`config.mk`:
```
export PLATFORM = sky130hd
export DESIGN_NAME = bankRotTop
export DESIGN_NICKNAME = d
export VERILOG_FILES = /design/src/rtl/bankRotPkg.sv /design/src/rtl/bankRotDp.sv /design/src/rtl/bankRotCtrl.sv /design/src/rtl/bankRotTop.sv
export SDC_FILE = /design/constraint.sdc
export NUM_CORES = 1
export LEC_CHECK = 0
export BUFFER_PORTS_ARGS = -buffer_cell sky130_fd_sc_hd__buf_2
export CORE_AREA = 4 4 101 103
export DETAILED_ROUTE_END_ITERATION = 8
export DIE_AREA = 0 0 105 107
export PLACE_DENSITY = 0.73
export SYNTH_ARGS = -nofsm -noshare
export SYNTH_HDL_FRONTEND = slang
export SYNTH_SLANG_ARGS = --single-unit
```
`constraint.sdc`:
```
create_clock -name clk -period 3.96 [get_ports clk]
set_clock_uncertainty 0.2 [all_clocks]
set_input_delay 0.792 -clock clk [delete_from_list [all_inputs] [get_ports clk]]
set_output_delay 0.792 -clock clk [all_outputs]
set_load 0.02 [all_outputs]
```
`src/rtl/bankRotPkg.sv`:
```
package bankRotPkg;

  typedef enum logic [3:0] {
    ST_INIT = 4'd0,
    ST_01   = 4'd1,
    ST_12   = 4'd2,
    ST_20   = 4'd3,
    ST_01R  = 4'd4,
    ST_12R  = 4'd5,
    ST_20R  = 4'd6,
    ST_31   = 4'd7,
    ST_32   = 4'd8,
    ST_30   = 4'd9
  } bankState_t;

  // strobes from control to datapath
  typedef struct packed {
    logic sample;  // take the vector on this clock
    logic flush;   // load origin unconditionally (start-up)
  } dpStrobe_t;

  function automatic bankState_t nextState(bankState_t s, logic smooth);
    case (s)
      ST_01:   return smooth ? ST_01R : ST_32;
      ST_12:   return smooth ? ST_12R : ST_30;
      ST_20:   return smooth ? ST_20R : ST_31;
      ST_01R:  return ST_12;
      ST_12R:  return ST_20;
      ST_20R:  return ST_01;
      ST_31:   return ST_12;
      ST_32:   return ST_20;
      ST_30:   return ST_01;
      default: return ST_31;
    endcase
  endfunction

  function automatic logic [3:0] refillMask(bankState_t s, logic smooth);
    case (s)
      ST_01:   return smooth ? 4'b0000 : 4'b1100;
      ST_12:   return smooth ? 4'b0000 : 4'b1001;
      ST_20:   return smooth ? 4'b0000 : 4'b1010;
      ST_01R:  return 4'b0100;
      ST_12R:  return 4'b0001;
      ST_20R:  return 4'b0010;
      ST_31:   return 4'b0100;
      ST_32:   return 4'b0001;
      ST_30:   return 4'b0010;
      default: return 4'b1010;
    endcase
  endfunction

  function automatic logic [1:0] readFirst(bankState_t s);
    case (s)
      ST_01, ST_01R: return 2'd0;
      ST_12, ST_12R: return 2'd1;
      ST_20, ST_20R: return 2'd2;
      default:       return 2'd3;
    endcase
  endfunction

  function automatic logic [1:0] readSecond(bankState_t s);
    case (s)
      ST_01, ST_01R, ST_31: return 2'd1;
      ST_12, ST_12R, ST_32: return 2'd2;
      ST_20, ST_20R, ST_30: return 2'd0;
      default:              return 2'd1;
    endcase
  endfunction

  function automatic logic isPreDecision(bankState_t s);
    case (s)
      ST_01R, ST_12R, ST_20R, ST_31, ST_32, ST_30: return 1'b1;
      default:                                     return 1'b0;
    endcase
  endfunction

endpackage

```
`src/rtl/bankRotDp.sv`:
```
module bankRotDp
  import bankRotPkg::*;
#(
  parameter int MV_W          = 10,
  parameter int WIN_W         = 12,
  parameter int SMOOTH_THRESH = 6,
  parameter int WIN_STEP      = 16
) (
  input  logic                    clk,
  input  logic                    rstN,
  input  logic signed [MV_W-1:0]  mvX,
  input  logic signed [MV_W-1:0]  mvY,
  input  dpStrobe_t               strb,
  output logic                    smooth,
  output logic [WIN_W-1:0]        winX,
  output logic [WIN_W-1:0]        winY
);

  localparam logic [MV_W:0]  THR  = (MV_W+1)'(SMOOTH_THRESH);
  localparam logic [WIN_W-1:0] STEP = WIN_W'(WIN_STEP);

  logic signed [MV_W-1:0] prevX, prevY;
  logic [MV_W:0] dX, dY, magX, magY;
  logic [WIN_W-1:0] extX, extY;

  always_comb begin
    dX   = {mvX[MV_W-1], mvX} - {prevX[MV_W-1], prevX};
    dY   = {mvY[MV_W-1], mvY} - {prevY[MV_W-1], prevY};
    magX = dX[MV_W] ? (~dX + 1'b1) : dX;
    magY = dY[MV_W] ? (~dY + 1'b1) : dY;
    smooth = (magX < THR) && (magY < THR);
    extX = {{(WIN_W-MV_W){mvX[MV_W-1]}}, mvX};
    extY = {{(WIN_W-MV_W){mvY[MV_W-1]}}, mvY};
  end

  always_ff @(posedge clk) begin
    if (!rstN) begin
      prevX <= '0;
      prevY <= '0;
      winX  <= '0;
      winY  <= '0;
    end else if (strb.sample) begin
      prevX <= mvX;
      prevY <= mvY;
      if (strb.flush || !smooth) begin
        winX <= extX;
        winY <= extY;
      end else begin
        winX <= winX + STEP;
      end
    end
  end


  win_slide_chk: assert property (@(posedge clk) disable iff (!rstN)
    strb.sample && !strb.flush && smooth |=> (winX == $past(winX) + STEP) && (winY == $past(winY)));


  win_load_chk: assert property (@(posedge clk) disable iff (!rstN)
    strb.sample && (strb.flush || !smooth) |=> (winX == $past(extX)) && (winY == $past(extY)));


  win_hold_chk: assert property (@(posedge clk) disable iff (!rstN)
    !strb.sample |=> $stable(winX) && $stable(winY));

endmodule

```
`src/rtl/bankRotCtrl.sv`:
```
module bankRotCtrl
  import bankRotPkg::*;
#(
  parameter int SEARCH_CYCLES = 527,
  parameter int FILL_CYCLES   = 47
) (
  input  logic        clk,
  input  logic        rstN,
  input  logic [3:0]  fillDone,
  input  logic        smooth,
  output dpStrobe_t   strb,
  output logic [1:0]  rdBankA,
  output logic [1:0]  rdBankB,
  output logic        meStart,
  output logic [3:0]  bankWe,
  output logic [3:0]  fillReq,
  output logic        bank3Sleep,
  output logic        fillErr
);

  localparam int CNT_W = $clog2(SEARCH_CYCLES + 1);
  localparam logic [CNT_W-1:0] LAST     = CNT_W'(SEARCH_CYCLES - 1);
  localparam logic [CNT_W-1:0] FILL_END = CNT_W'(FILL_CYCLES);

  bankState_t st, stNext;
  logic [CNT_W-1:0] cnt;
  logic [3:0] pend, fillMask, pendLeft, maskNext;
  logic smoothQ, inInit, lastCyc, initGo, advance;

  always_comb begin
    inInit   = (st == ST_INIT);
    pendLeft = pend & ~fillDone;
    lastCyc  = !inInit && (cnt == LAST);
    initGo   = inInit && (pend == 4'b0000) && (cnt == FILL_END);
    advance  = lastCyc || initGo;
    stNext   = inInit ? ST_31 : nextState(st, smoothQ);
    maskNext = refillMask(stNext, smooth);
    strb.sample = advance && (inInit || isPreDecision(st));
    strb.flush  = initGo;
  end

  always_ff @(posedge clk) begin
    if (!rstN) begin
      st       <= ST_INIT;
      cnt      <= '0;
      pend     <= refillMask(ST_INIT, 1'b0);
      fillMask <= refillMask(ST_INIT, 1'b0);
      smoothQ  <= 1'b0;
      fillErr  <= 1'b0;
    end else begin
      if (lastCyc && (pendLeft != 4'b0000)) fillErr <= 1'b1;
      if (strb.sample) smoothQ <= smooth;
      if (advance) begin
        st       <= stNext;
        cnt      <= '0;
        pend     <= maskNext;
        fillMask <= maskNext;
      end else begin
        pend <= pendLeft;
        if (!(inInit && (cnt == FILL_END))) cnt <= cnt + 1'b1;
      end
    end
  end

  always_comb begin
    rdBankA    = readFirst(st);
    rdBankB    = readSecond(st);
    meStart    = !inInit && (cnt == '0);
    bankWe     = (cnt < FILL_END) ? fillMask : 4'b0000;
    fillReq    = pend;
    bank3Sleep = !fillMask[3] && (rdBankA != 2'd3) && (rdBankB != 2'd3);
  end


  rw_disjoint_chk: assert property (@(posedge clk) disable iff (!rstN)
    !inInit |-> !fillMask[rdBankA] && !fillMask[rdBankB] && (rdBankA != rdBankB));


  start_pulse_chk: assert property (@(posedge clk) disable iff (!rstN)
    meStart |=> !meStart);


  fill_start_chk: assert property (@(posedge clk) disable iff (!rstN)
    meStart |-> (bankWe == fillReq));


  sleep_idle_chk: assert property (@(posedge clk) disable iff (!rstN)
    bank3Sleep |-> !bankWe[3] && !fillReq[3]);


  err_sticky_chk: assert property (@(posedge clk) disable iff (!rstN)
    fillErr |=> fillErr);

endmodule

```
`src/rtl/bankRotTop.sv`:
```
module bankRotTop
  import bankRotPkg::*;
#(
  parameter int SEARCH_CYCLES = 527,
  parameter int FILL_CYCLES   = 47,
  parameter int MV_W          = 10,
  parameter int WIN_W         = 12,
  parameter int SMOOTH_THRESH = 6,
  parameter int WIN_STEP      = 16
) (
  input  logic                    clk,
  input  logic                    rstN,
  input  logic signed [MV_W-1:0]  mvX,
  input  logic signed [MV_W-1:0]  mvY,
  input  logic [3:0]              fillDone,
  output logic [1:0]              rdBankA,
  output logic [1:0]              rdBankB,
  output logic                    meStart,
  output logic [3:0]              bankWe,
  output logic [3:0]              fillReq,
  output logic                    bank3Sleep,
  output logic [WIN_W-1:0]        winX,
  output logic [WIN_W-1:0]        winY,
  output logic                    fillErr
);

  dpStrobe_t strb;
  logic smooth;

  bankRotCtrl #(
    .SEARCH_CYCLES(SEARCH_CYCLES),
    .FILL_CYCLES  (FILL_CYCLES)
  ) i_ctrl (
    .clk       (clk),
    .rstN      (rstN),
    .fillDone  (fillDone),
    .smooth    (smooth),
    .strb      (strb),
    .rdBankA   (rdBankA),
    .rdBankB   (rdBankB),
    .meStart   (meStart),
    .bankWe    (bankWe),
    .fillReq   (fillReq),
    .bank3Sleep(bank3Sleep),
    .fillErr   (fillErr)
  );

  bankRotDp #(
    .MV_W         (MV_W),
    .WIN_W        (WIN_W),
    .SMOOTH_THRESH(SMOOTH_THRESH),
    .WIN_STEP     (WIN_STEP)
  ) i_dp (
    .clk   (clk),
    .rstN  (rstN),
    .mvX   (mvX),
    .mvY   (mvY),
    .strb  (strb),
    .smooth(smooth),
    .winX  (winX),
    .winY  (winY)
  );

endmodule

```
# Word-level counts from Yosys, hierarchy flattened
# Memory sizes are Yosys's and may differ from the RTL's. A register that Yosys moved wholly into a read port is not among the register bits.
# Index checks and enable logic that the tools add are counted.
[word_totals] register_bits=66 rom_bits=32 inputBits=26 output_inout_bits=39 mem_count=1
[op_classes] add_sub_neg=6 order_cmp=3 eq_ne=22 n_mux=18 bitwise_logic=5 n_reduce_logical=32
[mem_list] name="(no name shown)" words=16 width=2 rd=1 rd_ports_with_merged_regs=1 wr=0 line_no="bankRotPkg.sv:62" text="case (s)"
[op_table] cell="$pmux W4 S6" n=2
[op_table] cell="$mux W4" n=10
[op_table] cell="$eq A4 B3 Y1 const B" n=8
[op_table] cell="$add A11 B1 Y11 const B" n=2
[op_table] cell="$lt A11 B3 Y1 const B" n=2
[op_table] cell="$mux W11" n=2
[op_table] cell="$not A11 Y11" n=2
[op_table] cell="$sub A10 B10 Y11" n=2
[op_table] cell="$reduce_or A2 Y1" n=10
[op_table] cell="$eq A4 B2 Y1 const B" n=4
[op_table] cell="$eq A4 B4 Y1 const B" n=4
[op_table] cell="$add A12 B5 Y12 const B" n=1
[op_table] cell="$mux W12" n=1
[op_table] cell="$add A10 B1 Y10 const B" n=1
[op_table] cell="$eq A10 B10 Y1 const B" n=1
[op_table] cell="$eq A10 B6 Y1 const B" n=1
[op_table] cell="$logic_and A1 B1 Y1" n=10
[op_table] cell="$logic_not A10 Y1" n=1
[op_table] cell="$lt A10 B6 Y1 const B" n=1
[op_table] cell="$eq A4 B1 Y1 const B" n=2
[op_table] cell="$logic_not A4 Y1" n=2
[op_table] cell="$pmux W2 S3" n=1
[op_table] cell="$reduce_or A6 Y1" n=1
[op_table] cell="$and A4 B4 Y4" n=1
[op_table] cell="8 further kinds" n=14

# Longest topological paths before layout
# Gate-level depths: netlist of the first run.
[depth] depth_word=9 ltp_mapped=19

# By module
# From an unflattened synthesis of the first run, not the netlist that was laid out.
[hier_totals] cells_unflattened=645 area_unflattened_um2=5251.3
[modules_own_cells] module="bankRotDp" n_inst=1 cells_per_inst=441 area_per_inst_um2=3570.9 seq_area_each_um2=840.8
[modules_own_cells] module="bankRotCtrl" n_inst=1 cells_per_inst=204 area_per_inst_um2=1680.4 seq_area_each_um2=520.5

# Worst setup path after synthesis of the first run
# No wires, ideal clock.
[synth_timing] path_type="input to register" from="in mvX[0]" to="reg i_dp.winX[10]" setup_ps=115 t_arrival_ps=3823 required_time_ps=3645 slack_ps=-178 path_stages=18 path_buffers=2 path_cell_list="inv_1 > ha_1 > inv_1 > fa_1 > a21o_2 > a21oi_2 > xor2_2 > and3_4 > nor3_1 > a221o_1 > nor4_2 > o311ai_1 > and4bb_1 > buf_6 > nand2_4 > buf_6 > a22o_1 > o21a_1"
[synth_via] elab_chain_len=9
[synth_lines] item="from (decl)" line_no="bankRotTop.sv:13" text="input logic signed [MV_W-1:0] mvX,"
[synth_lines] item="$sub A10 B10 Y11 *" line_no="bankRotDp.sv:27" text="dX = {mvX[MV_W-1], mvX} - {prevX[MV_W-1], prevX};"
[synth_lines] item="$not A11 Y11" line_no="bankRotDp.sv:29" text="magX = dX[MV_W] ? (~dX + 1'b1) : dX;"
[synth_lines] item="$add A11 B1 Y11" line_no="bankRotDp.sv:29"
[synth_lines] item="$mux W11 *" line_no="bankRotDp.sv:29"
[synth_lines] item="$lt A11 B3 Y1 *" line_no="bankRotDp.sv:31" text="smooth = (magX < THR) && (magY < THR);"
[synth_lines] item="$logic_and A1 B1 Y1 *" line_no="bankRotDp.sv:31"
[synth_lines] item="$logic_not A1 Y1 *" line_no="bankRotDp.sv:45" text="if (strb.flush || !smooth) begin"
[synth_lines] item="$logic_or A1 B1 Y1 *" line_no="bankRotDp.sv:45"
[synth_lines] item="$mux W12 *" line_no="bankRotDp.sv:45"
[synth_lines] item="to (signal assigned)" line_no="bankRotDp.sv:46" text="winX <= extX;"
[synth_lines] item="to (signal assigned)" line_no="bankRotDp.sv:49" text="winX <= winX + STEP;"
[synth_lines] item="to (decl)" line_no="bankRotDp.sv:15" text="output logic [WIN_W-1:0] winX,"
# Mark *: on every way between the ends. The rest lies on a longest branch, timed or not.
# A chain may end at the register's enable or synchronous reset.

# Worst setup path in the final report of the first run
[layout_timing] from="in mvX[0]" to="reg i_dp.winX[3]"
# Same word-level chain as after synthesis.

==> run_results.csv, run 1 <==
group,metric,value,unit
run_status,status,"finished, violations left",
run_status,violations,"setup timing",
cts,path_clk_slew,0.08,ns
cts,cts_tree,"done",
critical_path,reg2reg_from,"i_dp.prevX[0]",
run,drv_cap,0,
cts,cts_sinks,68,
global_route,grt_pass1_vias,4609,
logic_synthesis,synth_fp_nets,688,
logic_synthesis,synth_adder_area_share,8.28,%
logic_synthesis,synth-simple-area-share,27.5,%
worst_hold_path,holdCritStartpoint,"i_dp.prevX[9]",
logic_synthesis,syn_avg_cell_area,7.71,um^2
logic_synthesis,syn_inst,631,
logic_synthesis,ys_seq_elements,68,
sta,fin_crit_sh,100,%
routing,dr.pass1.iters,5,
floorplan,die_y,107,um
logic_synthesis,synth.top_cell.area_share,28.0,%
floorplan,initial_core_util,52.9,%
final_layout,post-route-cell-area,6380,um^2
place,io_buffers,64,
critical_path,crit_path_frequent_cell,"buf_12",
logic_synthesis,synth.distinct_cells,65,
critical_path,cpPeakStageDelay,0.35,ns
critical_path,end_kind,"flip-flop",
critical_path,start_kind,"primary input",
critical_path,arrival,4.01,ns
cts,clock_latency,0.34,ns
place,dpl-instance-area,5750,um^2
global_route,track_usage,22.0,%
critical_path,cp.required,3.99,ns
sta,worst_slack,-0.0150,ns
floorplan,ios,65,
sta,rsz0062_at_grt,"true",
logic_synthesis,synth_mux_area_share,4.11,%
cts,root_buffer,"clkbuf_8",
sta,relSlewSlack,56.5,%
place,routabilityCongestion,0.984,
cts,clockBufferDepth,2,
final_layout,stdcell_count,871,
power_and_ir_drop,leakage,2.58,nW
sta,fmax,252,MHz
logic_synthesis,synth_area_leaders,"dfxtp_1, ha_1, nand2_1",
global_route,grt_max_degree,31,
routing,drc_errors,0,
floorplan,row_count,35,
floorplan,die_w,105,um
worst_hold_path,worstHoldPathType,"reg -> reg",
logic_synthesis,synth_compound_area_share,21.0,%
critical_path,crit_path_cell_trace,"buf_12 > inv_12 > ha_4 > inv_2 > fa_2 > a21o_4 > and4_4 > nor3_4 > o21ai_2 > a31oi_4 > nor3_2 > a311oi_1 > a211oi_2 > and4bb_4 > buf_12 > a21oi_4 > clkbuf_16 > mux2i_1 > nor2b_1",
power_and_ir_drop,p_per_area,270,nW/um^2
routing,vias,4974,
final_layout,antennaDiodeCount,0,
routing,postRouteAntennaNets,0,
logic_synthesis,netlist.top_cell.by_area,"dfxtp_1",
sta,finalSetupViolCount,1,
routing,post_drt_wl_per_cell,15.5,um
final_layout,final_common_cell,"nand2_1",
sta,finalCriticalPeriod,3.98,ns
final_layout,areaGrowthSynthToFinish,31.0,%
final_layout,nNetsFinal,812,
critical_path,worstPathMaxFanout,7,
logic_synthesis,yosysWarnings,0,
sta,slew_violations,0,
cts,cts_max_level,3,
logic_synthesis,ys_seq_area_share,28.0,%
critical_path,path_class,"in -> reg",
sta,worstMarginPinSlew,0.651,ns
global_route,overflow,0,
global_route,grt_pass1_wl,20.9,mm
place,place_inst,844,
floorplan,coreArea,9200,um^2
sta,hold_viol,0,
routing,first_iter_violations,277,
cts,cts_buffers,9,
logic_synthesis,synthXorXnorAreaFrac,5.17,%
logic_synthesis,synth_top_family_by_area,"simple AND/OR/NAND/NOR gates",
power_and_ir_drop,irDropWorstVdd,0.225,mV
logic_synthesis,synthArstFlopShare,0,%
place,place_hpwl,9.56,mm
logic_synthesis,ys.flop_type,"dfxtp_1",
final_layout,final_cell_mix,"nand2_1, buf_4, dfxtp_1",
power_and_ir_drop,fin_total_pwr,1.72,mW
logic_synthesis,netlist_area,4870,um^2
routing,routed_wl,13.5,mm
floorplan,dieArea,11200,um^2
final_layout,final_layout_size_suffix_gt1_share,27.8,%
critical_path,critical_path.startpoint,"mvX[0]",
logic_synthesis,synth_edf_count,0,
routing,via_per_inst,5.71,
critical_path,slowest_stage,"fa_2",
global_route,antenna_found_initial,0,
[kinds of logic after synthesis]
kind of cell    Yosys count
fa+ha+maj                31
buf+inv                  67
mux                      20
xor+xnor                 27
flops                    68
simple gates            266
compound gates          152
[layer usage]
metal | track usage, % | up-vias | part of all wire (%)
met4 | 5.15 | 0 | 1.5
li1 | - | 2454 | -
met3 | 3.43 | 22 | 4.1
met1 | 27.8 | 2370 | 44
met5 | 0 | - | 0
met2 | 39.2 | 128 | 50
[state kept, by name, indices dropped and copies added (netlist names), 2 cells and up]
register,cells
i_ctrl.cnt,10
i_ctrl.fillMask,4
i_ctrl.fillReq,4
i_ctrl.rdBankB,2
i_ctrl.st,4
i_dp.prevX,10
i_dp.prevY,10
i_dp.winX,12
i_dp.winY,10
[stage by stage]
stage	hold WS (ns)	util (%)	setup TNS, ns	setup slack (ns)
2_1_floorplan	0.218	-	-0.0971	-0.0449
3_3_place_gp	0.247	62.5	-7.09	-0.288
5_1_grt	0.293	69.3	-3.41	-0.186
4_1_cts	0.267	65.4	0	0.00158
6_report	0.263	69.3	-0.0150	-0.0150
3_5_place_dp	0.242	62.5	-9.86	-0.463
[Yosys cell counts, types with 11 or more instances]
library cell  instances
nand2_1              87
dfxtp_1              68
nor2_1               48
inv_1                37
a21oi_1              35
a21boi_0             29
ha_1                 29
o21ai_0              24
clkbuf_1             20
mux2i_1              20
nor2b_1              20
nand3_1              16
nand2b_1             15
xnor2_1              13
nor3_1               12
xor2_1               12
or3_1                11
[power by group]
| group | total, mW | leakage, nW | internal, mW | switching, mW |
|---|---|---|---|---|
| sequential | 0.692 | 0.549 | 0.687 | 0.00426 |
| clock | 0.689 | 0.120 | 0.420 | 0.270 |
| combinational | 0.343 | 1.91 | 0.168 | 0.175 |
[critical path: cells and delay by family]
kind            cells  cell delay, ns
compound gates      6            1.20
simple gates        5            0.80
buf+inv             5            0.52
fa+ha+maj           2            0.48
mux                 1            0.21
[cell type report]
type | instances | area [um^2]
tap | 111 | 139
inverter | 37 | 151
clock buffer | 10 | 128
clock inverter | 6 | 113
timing repair buffer | 143 | 1010
fill | 729 | 2820
sequential | 68 | 1360
multi-input combinational | 496 | 3470
[final timing paths]
| kind | end | slack, ns | depth (start not counted) |
|---|---|---|---|
| max | i_dp.winX[3] | -0.02 | 19 |
| min | i_dp.prevX[9] | 0.26 | 2 |
| max reg2reg | i_dp.winX[3] | 0.14 | 17 |
| min reg2reg | i_dp.prevX[9] | 0.26 | 2 |
[repair_timing]
action / 4_1_cts / 5_1_grt
endpoints found under the setup margin: 17 / 29
hold buffers: 0 / 0
gates cloned: 0 / 2
gates resized for setup: 9 / 52
buffers inserted: 0 / 9
pin swaps: 1 / 25
Note: power is estimated with default switching activity, not from simulation.
==> inputs of run 2 (changes only) <==
Settings changed: GPL_TIMING_DRIVEN set to 0.
==> run 2 against run 1 <==
Hold slack got worse by 0.0062 ns. Clock power fell by 18%. The flow still finishes with violations (setup timing). Global-route usage rose by 0.45 points. Non-clock buffer count fell by 25. Largest power group unchanged. Largest cell class unchanged. Core utilization fell by 2.2 points.
==> run_results.csv, run 2 (synthesis results as in run 1) <==
group,metric,value,unit
run_status,status,"finished, violations left",
run_status,violations,"setup timing",
floorplan,row_count,35,
cts,clockBufferDepth,2,
critical_path,cp.required,3.99,ns
final_layout,final_layout_size_suffix_gt1_share,25.6,%
sta,relSlewSlack,60.0,%
global_route,grt_pass1_wl,21.0,mm
place,routabilityCongestion,0.899,
run,drv_cap,0,
routing,post_drt_wl_per_cell,15.5,um
final_layout,final_cell_mix,"nand2_1, dfxtp_1, buf_2",
final_layout,top_register,"i_dp.winX",
routing,routed_wl,13.1,mm
routing,via_per_inst,5.65,
place,place_hpwl,9.46,mm
cts,clock_latency,0.34,ns
power_and_ir_drop,irDropWorstVdd,0.197,mV
global_route,grt_max_degree,13,
floorplan,dieArea,11200,um^2
place,dp_slack,-0.627,ns
cts,cts_buffers,9,
final_layout,nNetsFinal,787,
global_route,grt_pass1_vias,4600,
global_route,overflow,0,
power_and_ir_drop,p_switching,0.445,mW
critical_path,arrival,4.03,ns
power_and_ir_drop,combPwrFrac,19.7,%
sta,slew_violations,0,
critical_path,end_kind,"flip-flop",
sta,fmax,250,MHz
power_and_ir_drop,fin_total_pwr,1.56,mW
cts,hold_buffers,0,
sta,finalCriticalPeriod,4.00,ns
final_layout,nFillCells,734,
power_and_ir_drop,p_per_area,253,nW/um^2
final_layout,areaGrowthSynthToFinish,26.9,%
place,io_buffers,64,
final_layout,antennaDiodeCount,0,
routing,vias,4784,
critical_path,path_class,"in -> reg",
power_and_ir_drop,p_int,1.12,mW
sta,whs,0.257,ns
routing,first_iter_violations,257,
power_and_ir_drop,swShare,28.5,%
worst_hold_path,worstHoldPathType,"reg -> reg",
cts,cts_max_level,3,
cts,cts_sinks,68,
sta,worstMarginPinSlew,0.600,ns
power_and_ir_drop,leakage,2.39,nW
power_and_ir_drop,p_clk_share,36.0,%
global_route,track_usage,22.4,%
power_and_ir_drop,pwr-share-seq,44.3,%
final_layout,final_common_cell,"nand2_1",
critical_path,worstPathMaxFanout,6,
critical_path,ff2ff_setup_slack,0.13,ns
sta,worst_slack,-0.0387,ns
final_layout,largest_reg_flops,12,
cts,root_buffer,"clkbuf_8",
floorplan,coreArea,9200,um^2
sta,finalSetupViolCount,6,
global_route,antenna_found_initial,0,
floorplan,die_w,105,um
routing,drc_errors,0,
sta,hold_viol,0,
critical_path,start_kind,"primary input",
floorplan,ios,65,
routing,postRouteAntennaNets,0,
cts,path_clk_slew,0.08,ns
floorplan,die_y,107,um
sta,rsz0062_at_grt,"true",
routing,dr.pass1.iters,5,
sta,fin_crit_sh,101,%
floorplan,initial_core_util,52.9,%
cts,cts_tree,"done",
final_layout,fin_util,67.2,%
==> run 2: cell types whose count changed in the layout (fill, tap and decap cells not counted), moves of 4 or more <==
cell | before | now
buf_4 | 73 | 26
a21oi_1 | 34 | 30
a21oi_2 | 1 | 5
o21ai_1 | 2 | 6
clkbuf_1 | 1 | 21
==> run 2: area by class of cell <==
type                            count  area [um^2]  share of cell area, %
Multi-Input combinational cell    496         3600                   58.3
Inverter                           37          154                   2.49
Timing Repair Buffer               89          576                   9.32
Clock buffer                       10          128                   2.07
Sequential cell                    68         1360                   22.0
Tap cell                          111          139                   2.25
Buffer                             29          156                   2.53
Clock inverter                      6         65.1                   1.05
==> run 2: power by group through the flow <==
stage	Sequential (mW)	Combinational [mW]	Clock [mW]
2_1_floorplan	0.708	0.168	0
3_3_place_gp	0.707	0.228	0
3_5_place_dp	0.707	0.234	0
4_1_cts	0.691	0.263	0.569
5_1_grt	0.692	0.336	0.603
6_report	0.691	0.308	0.562
==> run 2: repair_timing <==
action,CTS,global route
setup buffers,15,8
cloned,1,1
gates resized for setup,41,53
pin swaps,25,36
endpoints found under the setup margin,27,50
==> run 2: critical path, cell delays in order <==
cell      delay (ns)
buf_8           0.10
inv_4           0.04
ha_4            0.12
inv_2           0.03
fa_2            0.38
a21oi_4         0.28
nor2_2          0.10
o31ai_4         0.30
xnor2_2         0.15
or3_1           0.32
nand2_1         0.07
nand4_1         0.11
a211oi_2        0.18
and4bb_2        0.30
buf_6           0.16
nand2_4         0.06
buf_8           0.15
a22o_1          0.19
o21a_1          0.18
==> run 2: worst paths after layout <==
| path | startpoint | end | cells after the start |
|---|---|---|---|
| max reg2reg | i_dp.prevY[0] | i_dp.winX[10] | 17 |
| min reg2reg | i_ctrl.fillMask[1] | i_ctrl.fillMask[1] | 1 |
| max | mvY[0] | i_dp.winX[10] | 19 |
| min | i_ctrl.fillMask[1] | i_ctrl.fillMask[1] | 1 |
==> run 2: through the flow <==
step	setup TNS [ns]	instance area, um^2	instances
after global routing	-4.07	6180	846
final	-0.0655	6180	846
after detailed placement	-15.56	5360	806
after CTS	-0.00148	5880	837
after floorplan	-0.0971	4900	631
after global placement	-15.33	5360	806
==> run 2: layer usage <==
| metal | global-route usage (%) | up-vias | routed length, um |
|---|---|---|---|
| li1 | - | 2393 | - |
| met2 | 38.6 | 142 | 6560 |
| met5 | 0 | - | 0 |
| met1 | 27.7 | 2219 | 5660 |
| met4 | 9.18 | 0 | 299 |
| met3 | 3.97 | 30 | 603 |
==> inputs of run 3 (changes only) <==
Settings changed: RECOVER_POWER set to 100.
==> run 3 against run 2 <==
The run still ends with setup timing left. Combinational power about the same. Final cell count unchanged. Maximum frequency decreased by 0.29%. Hold slack about the same. Critical path depth unchanged. Sequential share of layout area increased by 0.16 points. Sequential power about the same. Via count about the same. Die area unchanged. Final area decreased by 0.71%. Power increased by 0.11%.
==> run_results.csv, run 3 (synthesis results as in run 1) <==
group,metric,value,unit
global_route,grt_pass1_wl,21.0,mm
final_layout,final_layout_size_suffix_gt1_share,20.8,%
routing,postRouteAntennaNets,0,
routing,first_iter_violations,246,
final_layout,nFillCells,760,
run_status,status,"finished, violations left",
floorplan,row_count,35,
power_and_ir_drop,irDropWorstVdd,0.197,mV
cts,root_buffer,"clkbuf_8",
critical_path,arrival,4.04,ns
critical_path,reg2reg_from,"i_dp.prevY[0]",
critical_path,ff2ff_setup_slack,0.12,ns
sta,finalCriticalPeriod,4.01,ns
final_layout,top_register,"i_dp.winX",
place,io_buffers,64,
final_layout,largest_reg_flops,12,
routing,dr.pass1.iters,5,
power_and_ir_drop,fin_total_pwr,1.56,mW
floorplan,ios,65,
final_layout,areaGrowthSynthToFinish,26.0,%
cts,cts_max_level,3,
global_route,antenna_found_initial,0,
worst_hold_path,worstHoldPathType,"reg -> reg",
critical_path,end_kind,"flip-flop",
final_layout,final_common_cell,"nand2_1",
critical_path,cp.required,3.99,ns
critical_path,start_kind,"primary input",
worst_hold_path,whs_path_depth,1,
critical_path,cpPeakStageDelay,0.38,ns
cts,clock_latency,0.34,ns
sta,worstMarginPinSlew,0.601,ns
global_route,grt_max_degree,13,
cts,cts_buffers,9,
place,dp_slack,-0.627,ns
sta,fin_crit_sh,101,%
routing,vias,4786,
critical_path,slowest_stage,"fa_2",
place,routabilityCongestion,0.899,
power_and_ir_drop,leakage,2.25,nW
final_layout,final_cell_mix,"nand2_1, dfxtp_1, clkbuf_1",
global_route,overflow,0,
sta,hold_viol,0,
sta,rsz0062_at_grt,"true",
global_route,track_usage,22.4,%
floorplan,die_w,105,um
routing,routed_wl,13.1,mm
cts,cts_tree,"done",
cts,clockBufferDepth,2,
sta,relSlewSlack,60.0,%
run,drv_cap,0,
floorplan,die_y,107,um
routing,via_per_inst,5.66,
floorplan,initial_core_util,52.9,%
worst_hold_path,hold-path-endpoint,"i_ctrl.fillMask[1]",
critical_path,worstPathMaxFanout,6,
routing,post_drt_wl_per_cell,15.5,um
sta,worst_slack,-0.0503,ns
final_layout,nNetsFinal,787,
final_layout,antennaDiodeCount,0,
sta,finalSetupViolCount,6,
cts,path_clk_slew,0.08,ns
worst_hold_path,holdCritStartpoint,"i_ctrl.fillMask[1]",
floorplan,coreArea,9200,um^2
critical_path,crit_path_cell_trace,"buf_8 > inv_4 > ha_4 > inv_2 > fa_2 > a21oi_4 > nor2_2 > o31ai_4 > xnor2_2 > or3_1 > nand2_1 > nand4_1 > a211oi_2 > and4bb_2 > buf_6 > nand2_4 > buf_8 > a22o_1 > o21a_1",
cts,cts_sinks,68,
power_and_ir_drop,p_per_area,255,nW/um^2
critical_path,regToRegEndpoint,"i_dp.winX[10]",
floorplan,dieArea,11200,um^2
run_status,violations,"setup timing",
critical_path,path_class,"in -> reg",
global_route,grt_pass1_vias,4600,
place,place_hpwl,9.46,mm
critical_path,crit_path_frequent_cell,"buf_8",
routing,drc_errors,0,
critical_path,r2r_cells,17,
sta,slew_violations,0,
sta,fmax,249,MHz
## run 3: per-layer routing
layer,wire (um),part of all wire [%],vias to the layer above,GRT usage [%]
met5,0,0,-,0
met4,310,2.4,0,9.18
met3,624,4.8,29,3.97
met2,6560,50,127,38.6
met1,5610,43,2234,27.7
li1,-,-,2396,-
## run 3: how the worst max path moves through the flow
stage | from | slack, ns | to | depth (start not counted)
after floorplan | mvX[0] | -0.04 | i_dp.winX[10] | 18
after global placement | mvY[0] | -0.60 | i_dp.winY[8] | 19
after detailed placement | mvY[0] | -0.63 | i_dp.winX[1] | 19
after CTS | mvX[0] | -0.001 | i_dp.winX[10] | 19
after global routing | mvY[0] | -0.22 | i_dp.winX[10] | 19
final | mvY[0] | -0.05 | i_dp.winX[10] | 19
## run 3: stage by stage
step / hold slack (ns) / util, % / cells / TNS, ns / area [um^2]
final: 0.257 / 66.7 / 846 / -0.144 / 6130
after global routing: 0.286 / 66.7 / 846 / -4.07 / 6130
after CTS: 0.257 / 63.9 / 837 / -0.00148 / 5880
after detailed placement: 0.237 / 58.3 / 806 / -15.56 / 5360
after global placement: 0.231 / 58.3 / 806 / -15.33 / 5360
after floorplan: 0.218 / - / 631 / -0.0971 / 4900
## run 3: area by class of cell
class,instances,area (um^2),area share (%)
buffer,29,156,2.55
tap,111,139,2.26
multi-input combinational,496,3600,58.7
sequential,68,1360,22.2
timing repair buffer,89,532,8.67
inverter,37,154,2.51
clock buffer,10,128,2.08
clock inverter,6,65.1,1.06
## run 3: worst max-delay path, delay by kind of cell
kind	cells	cell delay, ns
compound gates	5	1.13
xor+xnor	1	0.15
fa+ha+maj	2	0.50
buf+inv	5	0.48
simple gates	6	0.98
## run 3: power by group
part	total [mW]	internal, mW	switching (mW)
Sequential	0.691	0.687	0.00405
Clock	0.564	0.291	0.273
Combinational	0.307	0.137	0.170
Total	1.56	1.12	0.447
## run 3: what timing repair did
| action | CTS | global route |
|---|---|---|
| gates cloned | 1 | 1 |
| resized for setup | 41 | 53 |
| setup buffers | 15 | 8 |
| pin swaps | 25 | 36 |
| setup endpoints to repair | 27 | 50 |
| hold buffers | 0 | 0 |
